**src/rtl/regbridge_pkg.sv**
```systemverilog
package regbridge_pkg;

    localparam int IB_AW   = 13;
    localparam int IB_DW   = 32;
    localparam int HOST_DW = 64;

    // word indices (byte offset / 8) of the host-visible registers
    localparam int WIDX_DESC   = 1;
    localparam int WIDX_CTRL   = 2;
    localparam int WIDX_STATUS = 3;

    typedef enum logic [1:0] {
        OP_IDLE  = 2'd0,
        OP_READ  = 2'd1,
        OP_WRITE = 2'd2,
        OP_RSVD  = 2'd3
    } op_e;

    typedef struct packed {
        op_e               op;
        logic [16:0]       gap;
        logic [IB_AW-1:0]  addr;
        logic [IB_DW-1:0]  data;
    } ctrl_word_t;

    typedef struct packed {
        logic [30:0]       zero;
        logic              valid;
        logic [IB_DW-1:0]  data;
    } status_word_t;

    typedef struct packed {
        logic              write;
        logic [IB_AW-1:0]  addr;
        logic [IB_DW-1:0]  wdata;
    } ib_cmd_t;

    typedef enum logic [1:0] {
        SEL_NONE,
        SEL_DESC,
        SEL_CTRL,
        SEL_STATUS
    } reg_sel_e;

    typedef enum logic {
        ST_IDLE,
        ST_WAIT
    } seq_state_e;

    function automatic logic is_access(input op_e op);
        return (op == OP_READ) || (op == OP_WRITE);
    endfunction

    function automatic logic [HOST_DW-1:0] pack_desc(
        input logic        lsb_first,
        input logic [5:0]  word_bits,
        input logic [5:0]  cs_count,
        input logic        cpol,
        input logic        cpha,
        input logic [15:0] periph_id
    );
        logic [HOST_DW-1:0] v;
        v        = '0;
        v[1]     = lsb_first;
        v[7:2]   = word_bits;
        v[13:8]  = cs_count;
        v[14]    = cpol;
        v[15]    = cpha;
        v[47:32] = periph_id;
        return v;
    endfunction

endpackage

```
**src/rtl/regbridge_decode.sv**
```systemverilog
module regbridge_decode
    import regbridge_pkg::*;
#(
    parameter int                 HOST_AW   = 8,
    parameter logic [HOST_DW-1:0] DESC_WORD = '0
) (
    input  logic               clk,
    input  logic               rst,
    input  logic               host_wr,
    input  logic               host_rd,
    input  logic [HOST_AW-1:0] host_addr,
    input  logic [HOST_DW-1:0] host_wdata,
    input  status_word_t       status_word,
    output logic               ctrl_stb,
    output ctrl_word_t         ctrl_word,
    output logic               host_rvalid,
    output logic [HOST_DW-1:0] host_rdata
);

    localparam int IDX_W = HOST_AW - 3;

    reg_sel_e           sel;
    logic [HOST_DW-1:0] rd_mux;
    logic [16:0]        unused_gap;

    always_comb begin
        sel = SEL_NONE;
        if (host_addr[2:0] == 3'b000) begin
            if (host_addr[HOST_AW-1:3] == IDX_W'(WIDX_DESC))
                sel = SEL_DESC;
            else if (host_addr[HOST_AW-1:3] == IDX_W'(WIDX_CTRL))
                sel = SEL_CTRL;
            else if (host_addr[HOST_AW-1:3] == IDX_W'(WIDX_STATUS))
                sel = SEL_STATUS;
        end
    end

    assign ctrl_word  = ctrl_word_t'(host_wdata);
    assign ctrl_stb   = host_wr && (sel == SEL_CTRL);
    assign unused_gap = ctrl_word.gap;

    always_comb begin
        unique case (sel)
            SEL_DESC:   rd_mux = DESC_WORD;
            SEL_STATUS: rd_mux = HOST_DW'(status_word);
            default:    rd_mux = '0;
        endcase
    end

    always_ff @(posedge clk) begin
        if (rst) begin
            host_rvalid <= 1'b0;
            host_rdata  <= '0;
        end else begin
            host_rvalid <= host_rd;
            if (host_rd)
                host_rdata <= rd_mux;
        end
    end

endmodule

```
**src/rtl/regbridge_seq.sv**
```systemverilog
module regbridge_seq
    import regbridge_pkg::*;
(
    input  logic             clk,
    input  logic             rst,
    input  logic             ctrl_stb,
    input  ctrl_word_t       ctrl_word,
    input  logic             ib_ack,
    output logic             ib_req,
    output ib_cmd_t          ib_cmd,
    output logic             start_o,
    output logic             done_o,
    output logic             done_rd_o
);

    seq_state_e state_q;
    ib_cmd_t    cmd_q;

    assign start_o   = (state_q == ST_IDLE) && ctrl_stb && is_access(ctrl_word.op);
    assign done_o    = (state_q == ST_WAIT) && ib_ack;
    assign done_rd_o = done_o && !cmd_q.write;
    assign ib_req    = (state_q == ST_WAIT);
    assign ib_cmd    = cmd_q;

    always_ff @(posedge clk) begin
        if (rst) begin
            state_q <= ST_IDLE;
            cmd_q   <= '0;
        end else begin
            unique case (state_q)
                ST_IDLE: begin
                    if (start_o) begin
                        cmd_q.write <= (ctrl_word.op == OP_WRITE);
                        cmd_q.addr  <= ctrl_word.addr;
                        cmd_q.wdata <= ctrl_word.data;
                        state_q     <= ST_WAIT;
                    end
                end
                ST_WAIT: begin
                    if (ib_ack)
                        state_q <= ST_IDLE;
                end
                default: state_q <= ST_IDLE;
            endcase
        end
    end

endmodule

```
**src/rtl/regbridge_status.sv**
```systemverilog
module regbridge_status
    import regbridge_pkg::*;
(
    input  logic              clk,
    input  logic              rst,
    input  logic              start,
    input  logic              done,
    input  logic              done_rd,
    input  logic [IB_DW-1:0]  rd_data,
    output status_word_t      status_word
);

    status_word_t sts_q;

    assign status_word = sts_q;

    always_ff @(posedge clk) begin
        if (rst) begin
            sts_q <= '0;
        end else begin
            sts_q.zero <= '0;
            if (start) begin
                sts_q.valid <= 1'b0;
            end else if (done) begin
                sts_q.valid <= 1'b1;
                if (done_rd)
                    sts_q.data <= rd_data;
            end
        end
    end

endmodule

```
**src/rtl/regbridge_top.sv**
```systemverilog
module regbridge_top
    import regbridge_pkg::*;
#(
    parameter int          HOST_AW       = 8,
    parameter bit          SPI_LSB_FIRST = 1'b0,
    parameter int          SPI_WORD_BITS = 32,
    parameter int          SPI_CS_COUNT  = 1,
    parameter bit          SPI_CPOL      = 1'b0,
    parameter bit          SPI_CPHA      = 1'b0,
    parameter logic [15:0] SPI_PERIPH_ID = 16'h1C2D
) (
    input  logic               clk,
    input  logic               rst,
    input  logic               host_wr,
    input  logic               host_rd,
    input  logic [HOST_AW-1:0] host_addr,
    input  logic [63:0]        host_wdata,
    output logic               host_rvalid,
    output logic [63:0]        host_rdata,
    output logic               ib_req,
    output logic               ib_write,
    output logic [12:0]        ib_addr,
    output logic [31:0]        ib_wdata,
    input  logic               ib_ack,
    input  logic [31:0]        ib_rdata
);

    localparam logic [HOST_DW-1:0] DESC_WORD = pack_desc(
        SPI_LSB_FIRST, 6'(SPI_WORD_BITS), 6'(SPI_CS_COUNT),
        SPI_CPOL, SPI_CPHA, SPI_PERIPH_ID);

    ctrl_word_t   ctrl_word;
    logic         ctrl_stb;
    status_word_t status_word;
    ib_cmd_t      ib_cmd;
    logic         start, done, done_rd;
    logic         sts_valid_w;
    logic [31:0]  sts_data_w;

    regbridge_decode #(
        .HOST_AW   (HOST_AW),
        .DESC_WORD (DESC_WORD)
    ) decode_i (
        .clk         (clk),
        .rst         (rst),
        .host_wr     (host_wr),
        .host_rd     (host_rd),
        .host_addr   (host_addr),
        .host_wdata  (host_wdata),
        .status_word (status_word),
        .ctrl_stb    (ctrl_stb),
        .ctrl_word   (ctrl_word),
        .host_rvalid (host_rvalid),
        .host_rdata  (host_rdata)
    );

    regbridge_seq seq_i (
        .clk       (clk),
        .rst       (rst),
        .ctrl_stb  (ctrl_stb),
        .ctrl_word (ctrl_word),
        .ib_ack    (ib_ack),
        .ib_req    (ib_req),
        .ib_cmd    (ib_cmd),
        .start_o   (start),
        .done_o    (done),
        .done_rd_o (done_rd)
    );

    regbridge_status status_i (
        .clk         (clk),
        .rst         (rst),
        .start       (start),
        .done        (done),
        .done_rd     (done_rd),
        .rd_data     (ib_rdata),
        .status_word (status_word)
    );

    assign ib_write    = ib_cmd.write;
    assign ib_addr     = ib_cmd.addr;
    assign ib_wdata    = ib_cmd.wdata;
    assign sts_valid_w = status_word.valid;
    assign sts_data_w  = status_word.data;

endmodule

```
**config.mk**
```make
export PLATFORM = sky130hd
export DESIGN_NAME = regbridge_top
export DESIGN_NICKNAME = d
export VERILOG_FILES = /design/src/rtl/regbridge_pkg.sv /design/src/rtl/regbridge_decode.sv /design/src/rtl/regbridge_seq.sv /design/src/rtl/regbridge_status.sv /design/src/rtl/regbridge_top.sv
export SDC_FILE = /design/constraint.sdc
export NUM_CORES = 1
export LEC_CHECK = 0
export ABC_AREA = 1
export BUFFER_PORTS_ARGS = -buffer_cell sky130_fd_sc_hd__clkbuf_2
export CAP_MARGIN = 5
export CORE_MARGIN = 10
export CORE_UTILIZATION = 50
export CTS_CLUSTER_DIAMETER = 80
export CTS_CLUSTER_SIZE = 8
export DETAILED_ROUTE_END_ITERATION = 7
export GPL_ROUTABILITY_DRIVEN = 0
export PLACE_DENSITY = 0.91
export SLEW_MARGIN = 40
export SYNTH_ARGS = -nofsm -noshare
export SYNTH_HDL_FRONTEND = slang
export SYNTH_SLANG_ARGS = --single-unit
export TNS_END_PERCENT = 30
```
**constraint.sdc**
```tcl
create_clock -name clk -period 2.5 [get_ports clk]
set_clock_uncertainty 0.05 [all_clocks]
set_input_delay 0.5 -clock clk [delete_from_list [all_inputs] [get_ports clk]]
set_output_delay 0.5 -clock clk [all_outputs]
set_load 0.02 [all_outputs]
```
Word-level counts from Yosys, hierarchy flattened
Cells that the tools add are included.
{"block": "classes", "mux": 8, "n_addsub": 0, "n_eq_ne": 8, "multipliers": 0, "reduce_logical": 11, "shift": 0, "n_bitwise": 2, "n_lt_le_gt_ge": 0, "div_mod_pow": 0}
{"operator": "case mux 64 bit (2 select lines)", "n": 1}
{"operator": "equality test 5 x 2 -> 1 bit (second input constant)", "n": 2}
{"operator": "two-way mux 2 bit", "n": 4}
{"operator": "equality test 2 bit (second input constant)", "n": 3}
{"operator": "equality test 5 x 1 -> 1 bit (second input constant)", "n": 1}
{"operator": "logical AND 1 bit", "n": 5}
{"operator": "equality test 2 x 1 -> 1 bit (second input constant)", "n": 2}
{"operator": "zero test 3 bit", "n": 1}
{"operator": "AND reduction 3 bit", "n": 1}
{"operator": "two-way mux 1 bit", "n": 2}
{"operator": "NOT 1 bit", "n": 2}
{"operator": "case mux 1 bit (2 select lines)", "n": 1}
{"operator": "AND reduction 2 bit", "n": 1}
{"operator": "OR reduction 2 bit", "n": 1}
{"operator": "zero test 1 bit", "n": 1}
{"operator": "logical OR 1 bit", "n": 1}
{"block": "word_totals", "elab_cells": 37, "latch_bits": 0, "ramBits": 0, "n_memories": 0, "register_bits": 145, "output_inout_bits": 112, "rom_bits": 0, "input_bits": 109}

Longest topological paths before layout
{"block": "depth", "depth_word": 11, "mapped_depth": 9, "ltp_nobuf": 7}

Hierarchy
From an unflattened synthesis, not the netlist that was laid out.
{"block": "unflattened", "hier_cells": 915, "hier_area_um2": 6940.4}
{"module": "regbridge_decode", "n_inst": 1, "area_each_um2": 3377.0, "cells_per_inst": 373, "seq_area_each_um2": 1301.2}
{"module": "regbridge_seq", "n_inst": 1, "area_each_um2": 1968.1, "cells_per_inst": 303, "seq_area_each_um2": 940.9}
{"module": "regbridge_status", "n_inst": 1, "area_each_um2": 1595.3, "cells_per_inst": 239, "seq_area_each_um2": 660.6}

Worst setup path before layout
Ideal clock, no wire load.
{"block": "synth_timing", "kind": "input to register", "start": "in host_wdata[62]", "end": "reg seq_i.cmd_q, in the netlist seq_i.ib_cmd[22]", "setup_slack_ps": 745, "setup_ps": 113, "arrival_time_ps": 1592, "required_time_ps": 2337, "path_stages": 8, "n_path_buf": 2, "cell_sequence": "inv_1 -> ha_1 -> nor3b_1 -> nand4_1 -> buf_4 -> buf_2 -> nor2_1 -> nor2_1"}
{"block": "synth_via", "elab_chain_cells": 4, "elab_cells_between_ends": 5, "cone_classes": "2 x eq/ne; 3 x reduce/logical"}
{"item": "start: declaration", "line_no": "regbridge_top.sv:17", "rtl": "input logic [63:0] host_wdata,"}
{"item": "equality test 2 x 1 -> 1 bit / equality test 2 bit (equally long branches)", "line_no": "regbridge_pkg.sv:51", "rtl": "return (op == OP_READ) || (op == OP_WRITE);"}
{"item": "logical OR 1 bit *", "line_no": "regbridge_pkg.sv:51"}
{"item": "logical AND 1 bit *", "line_no": "regbridge_seq.sv:19", "rtl": "assign start_o = (state_q == ST_IDLE) && ctrl_stb && is_access(ctrl_word.op);"}
{"item": "AND reduction 2 bit (no line) *"}
{"item": "end: declaration", "line_no": "regbridge_seq.sv:17", "rtl": "ib_cmd_t cmd_q;"}
Every way passes the cells marked *; elsewhere a longest branch is shown, timed or not.
A chain may end at the register's enable or synchronous reset.

==> impl_metrics.csv <==
group,metric,value,unit
status,outcome,"complete, no violations",
cells_and_area,areaGrowthSynthToFinish,29.8,%
synthesis,seq_area_frac_synth,49.8,%
global_routing,grt_pass1_vias,4118,
floorplanning,ios,221,
cts,clockRootBuffer,"clkbuf_8",
sta,grt_setup_unrepaired,"no",
synthesis,syn-cell-area,4630,um^2
global_routing,grt_antenna_before_repair,0,
sta,finalMaxSlewViolations,0,
floorplanning,start_util,50.8,%
floorplanning,die_height,116,um
min_path,min-delay-path-class,"in2reg",
setup_path,critPathLaunchType,"flop",
route,first_pass_iters,7,
sta,period_share,68.0,%
floorplanning,die_x,116,um
power_and_ir_drop,peakVddDrop,0.503,mV
global_routing,grt_pass1_wl,20100,um
sta,holdWs,0.172,ns
sta,slew_headroom,61.3,%
synthesis,yosysUniqueCellTypes,19,
setup_path,cpPeakStageDelay,0.44,ns
placement,hpwl,9060,um
sta,max_freq,588,MHz
synthesis,synth_compound_area_share,7.57,%
cells_and_area,final-seq-area,2300,um^2
cts,numCtsBuffers,17,
sta,setup_slack,0.799,ns
sta,setup_viol,0,
placement,port_buffers,178,
cells_and_area,antenna_cells,0,
synthesis,synth_seq_cells,115,
synthesis,synth_cells,648,
floorplanning,core_area,9110,um^2
route,wl,12700,um
cells_and_area,drive_gt1_share,27.5,%
power_and_ir_drop,powerDensity,724,nW/um^2
cts,ctsHoldBuffers,0,
route,drt-initial-drc-count,309,
synthesis,yosys.area_share.simple,28.8,%
cts,cts_sinks,115,
route,final_antenna_net_count,0,
cells_and_area,n_fill_cell,792,
cts,cts_tree,"built",
synthesis,synth_top_family_by_area,"simple AND/OR/NAND/NOR gates",
sta,setup_tns,0,ns
global_routing,grt_max_degree,95,
global_routing,gr-total-overflow,0,
cts,clock_path_buffers,2,
cts,htreeDepth,4,
setup_path,crit_slowest_cell,"dfxtp_1",
sta,tightest_slew,0.580,ns
route,drc,0,
synthesis,ys_warn_count,0,
global_routing,met3_usage,6.27,%
placement,dpl_worst_slack,0.458,ns
setup_path,crit_type,"reg2out",
floorplanning,rows,35,
global_routing,track_usage,18.5,%
cts,post-cts-setup-buffers,0,
route,via_per_inst,4.66,
synthesis,synthMuxAreaShare,0,%
setup_path,crit_chain,"clkbuf_2",
global_routing,use_met1,21.6,%
placement,placed_area,5430,um^2
sta,hold_violations,0,
synthesis,synth_xor_area_share,0,%
sta,fin_crit,1.70,ns
setup_path,arrival,1.15,ns
power_and_ir_drop,leakage,0.00315,uW
setup_path,end_kind,"primary output",
cells_and_area,nNetsFinal,918,
setup_path,critPathMaxFanout,7,
cts,postCtsResizedCells,0,
cells_and_area,multi_input_area,1790,um^2
setup_path,cp_num_buf_inv,1,
cts,insertion_delay,0.50,ns
route,via_count,4346,
job,max_cap_violations,0,
route,routedWlPerCell,13.7,um
cts,clk_pin_slew,0.06,ns
global_routing,grt.met2_usage,31.7,%
setup_path,cp.required,1.95,ns
synthesis,avgSynthCellArea,7.14,um^2
power_and_ir_drop,totalPowerFinal,4350,uW
setup_path,critPathTopFamily,"flip-flops",
floorplanning,fp.dieArea,13500,um^2
cells_and_area,fin_area,6010,um^2
global_routing,busiest_layer,"met2",
synthesis,synthAdderAreaFrac,0.270,%
[kinds of logic after synthesis]
group | count (synthesis)
DFF | 115
adders and majority gates | 1
other | 1
AOI/OAI and AO/OA | 70
buffers and inverters | 129
and+or+nand+nor | 332
[where the power goes]
part | switching (uW) | internal (uW) | total (uW)
registers | 1.22 | 1840 | 1840
logic | 125 | 65.5 | 190
clock network | 868 | 1450 | 2320
total | 994 | 3360 | 4350
[per-stage QoR]
stage	cells	util, %
5_1_grt	932	65.9
3_3_place_gp	900	59.6
6_report	932	65.9
3_5_place_dp	900	59.6
2_1_floorplan	672	-
4_1_cts	932	65.9
[registers in the layout, indices dropped and copies added, names as in the netlist]
register,count
decode_i.host_rdata,34
decode_i.host_rvalid,1
seq_i.ib_cmd,46
seq_i.ib_req,1
status_i.status_word,33
[area by class of cell]
class                           count  area share (%)
Clock inverter                     14            2.54
Clock buffer                       18            7.12
Timing Repair Buffer              187            16.2
Multi-Input combinational cell    428            29.8
Tap cell                          111            2.31
Inverter                           59            3.69
Sequential cell                   115            38.3
[final timing paths]
path	start	to	slack, ns	cells after the start
worst min register to register	status_i.status_word[8]	status_i.status_word[8]	0.41	2
worst max-delay path	decode_i.host_rdata[43]	host_rdata[35]	0.80	1
worst max register to register	seq_i.ib_req	seq_i.ib_cmd[23]	1.06	6
worst min-delay path	host_wdata[29]	seq_i.ib_cmd[29]	0.17	3
[metal layers]
| layer | routed length [um] | part of all wire [%] |
|---|---|---|
| met5 | 0 | 0 |
| met4 | 146 | 1.1 |
| met3 | 1140 | 8.9 |
| met2 | 6170 | 48 |
| met1 | 5280 | 41 |
[cell usage in the layout, fill, tap and decap left out, drive strengths merged, types with 2 or more instances in the layout]
| cell type | netlist | routed |
|---|---|---|
| nand4 | 31 | 31 |
| o21ai | 32 | 32 |
| nor2 | 159 | 159 |
| clkinv | 1 | 4 |
| conb | 1 | 25 |
| clkbuf | 25 | 196 |
| buf | 45 | 9 |
| bufinv | 0 | 2 |
| dfxtp | 115 | 115 |
| nand2 | 139 | 139 |
| inv | 58 | 63 |
| a21oi | 38 | 38 |
| clkinvlp | 0 | 4 |
[cells in the mapped netlist]
| cell type | count | area (um^2) |
|---|---|---|
| nor3_1 | 1 | 5.00 |
| buf_2 | 9 | 45.0 |
| ha_1 | 1 | 12.5 |
| nand3_1 | 1 | 5.00 |
| nand4_1 | 31 | 194 |
| buf_6 | 2 | 22.5 |
| dfxtp_1 | 115 | 2300 |
| inv_2 | 4 | 15.0 |
| a21oi_1 | 38 | 190 |
| buf_1 | 3 | 11.3 |
| clkinv_1 | 1 | 3.75 |
| nor3b_1 | 1 | 7.51 |
| o21ai_0 | 32 | 160 |
| inv_1 | 54 | 203 |
| conb_1 | 1 | 3.75 |
| clkbuf_1 | 25 | 93.8 |
| nand2_1 | 139 | 522 |
| nor2_1 | 159 | 597 |
| buf_4 | 31 | 233 |
Power figures use the tool's default switching activity.
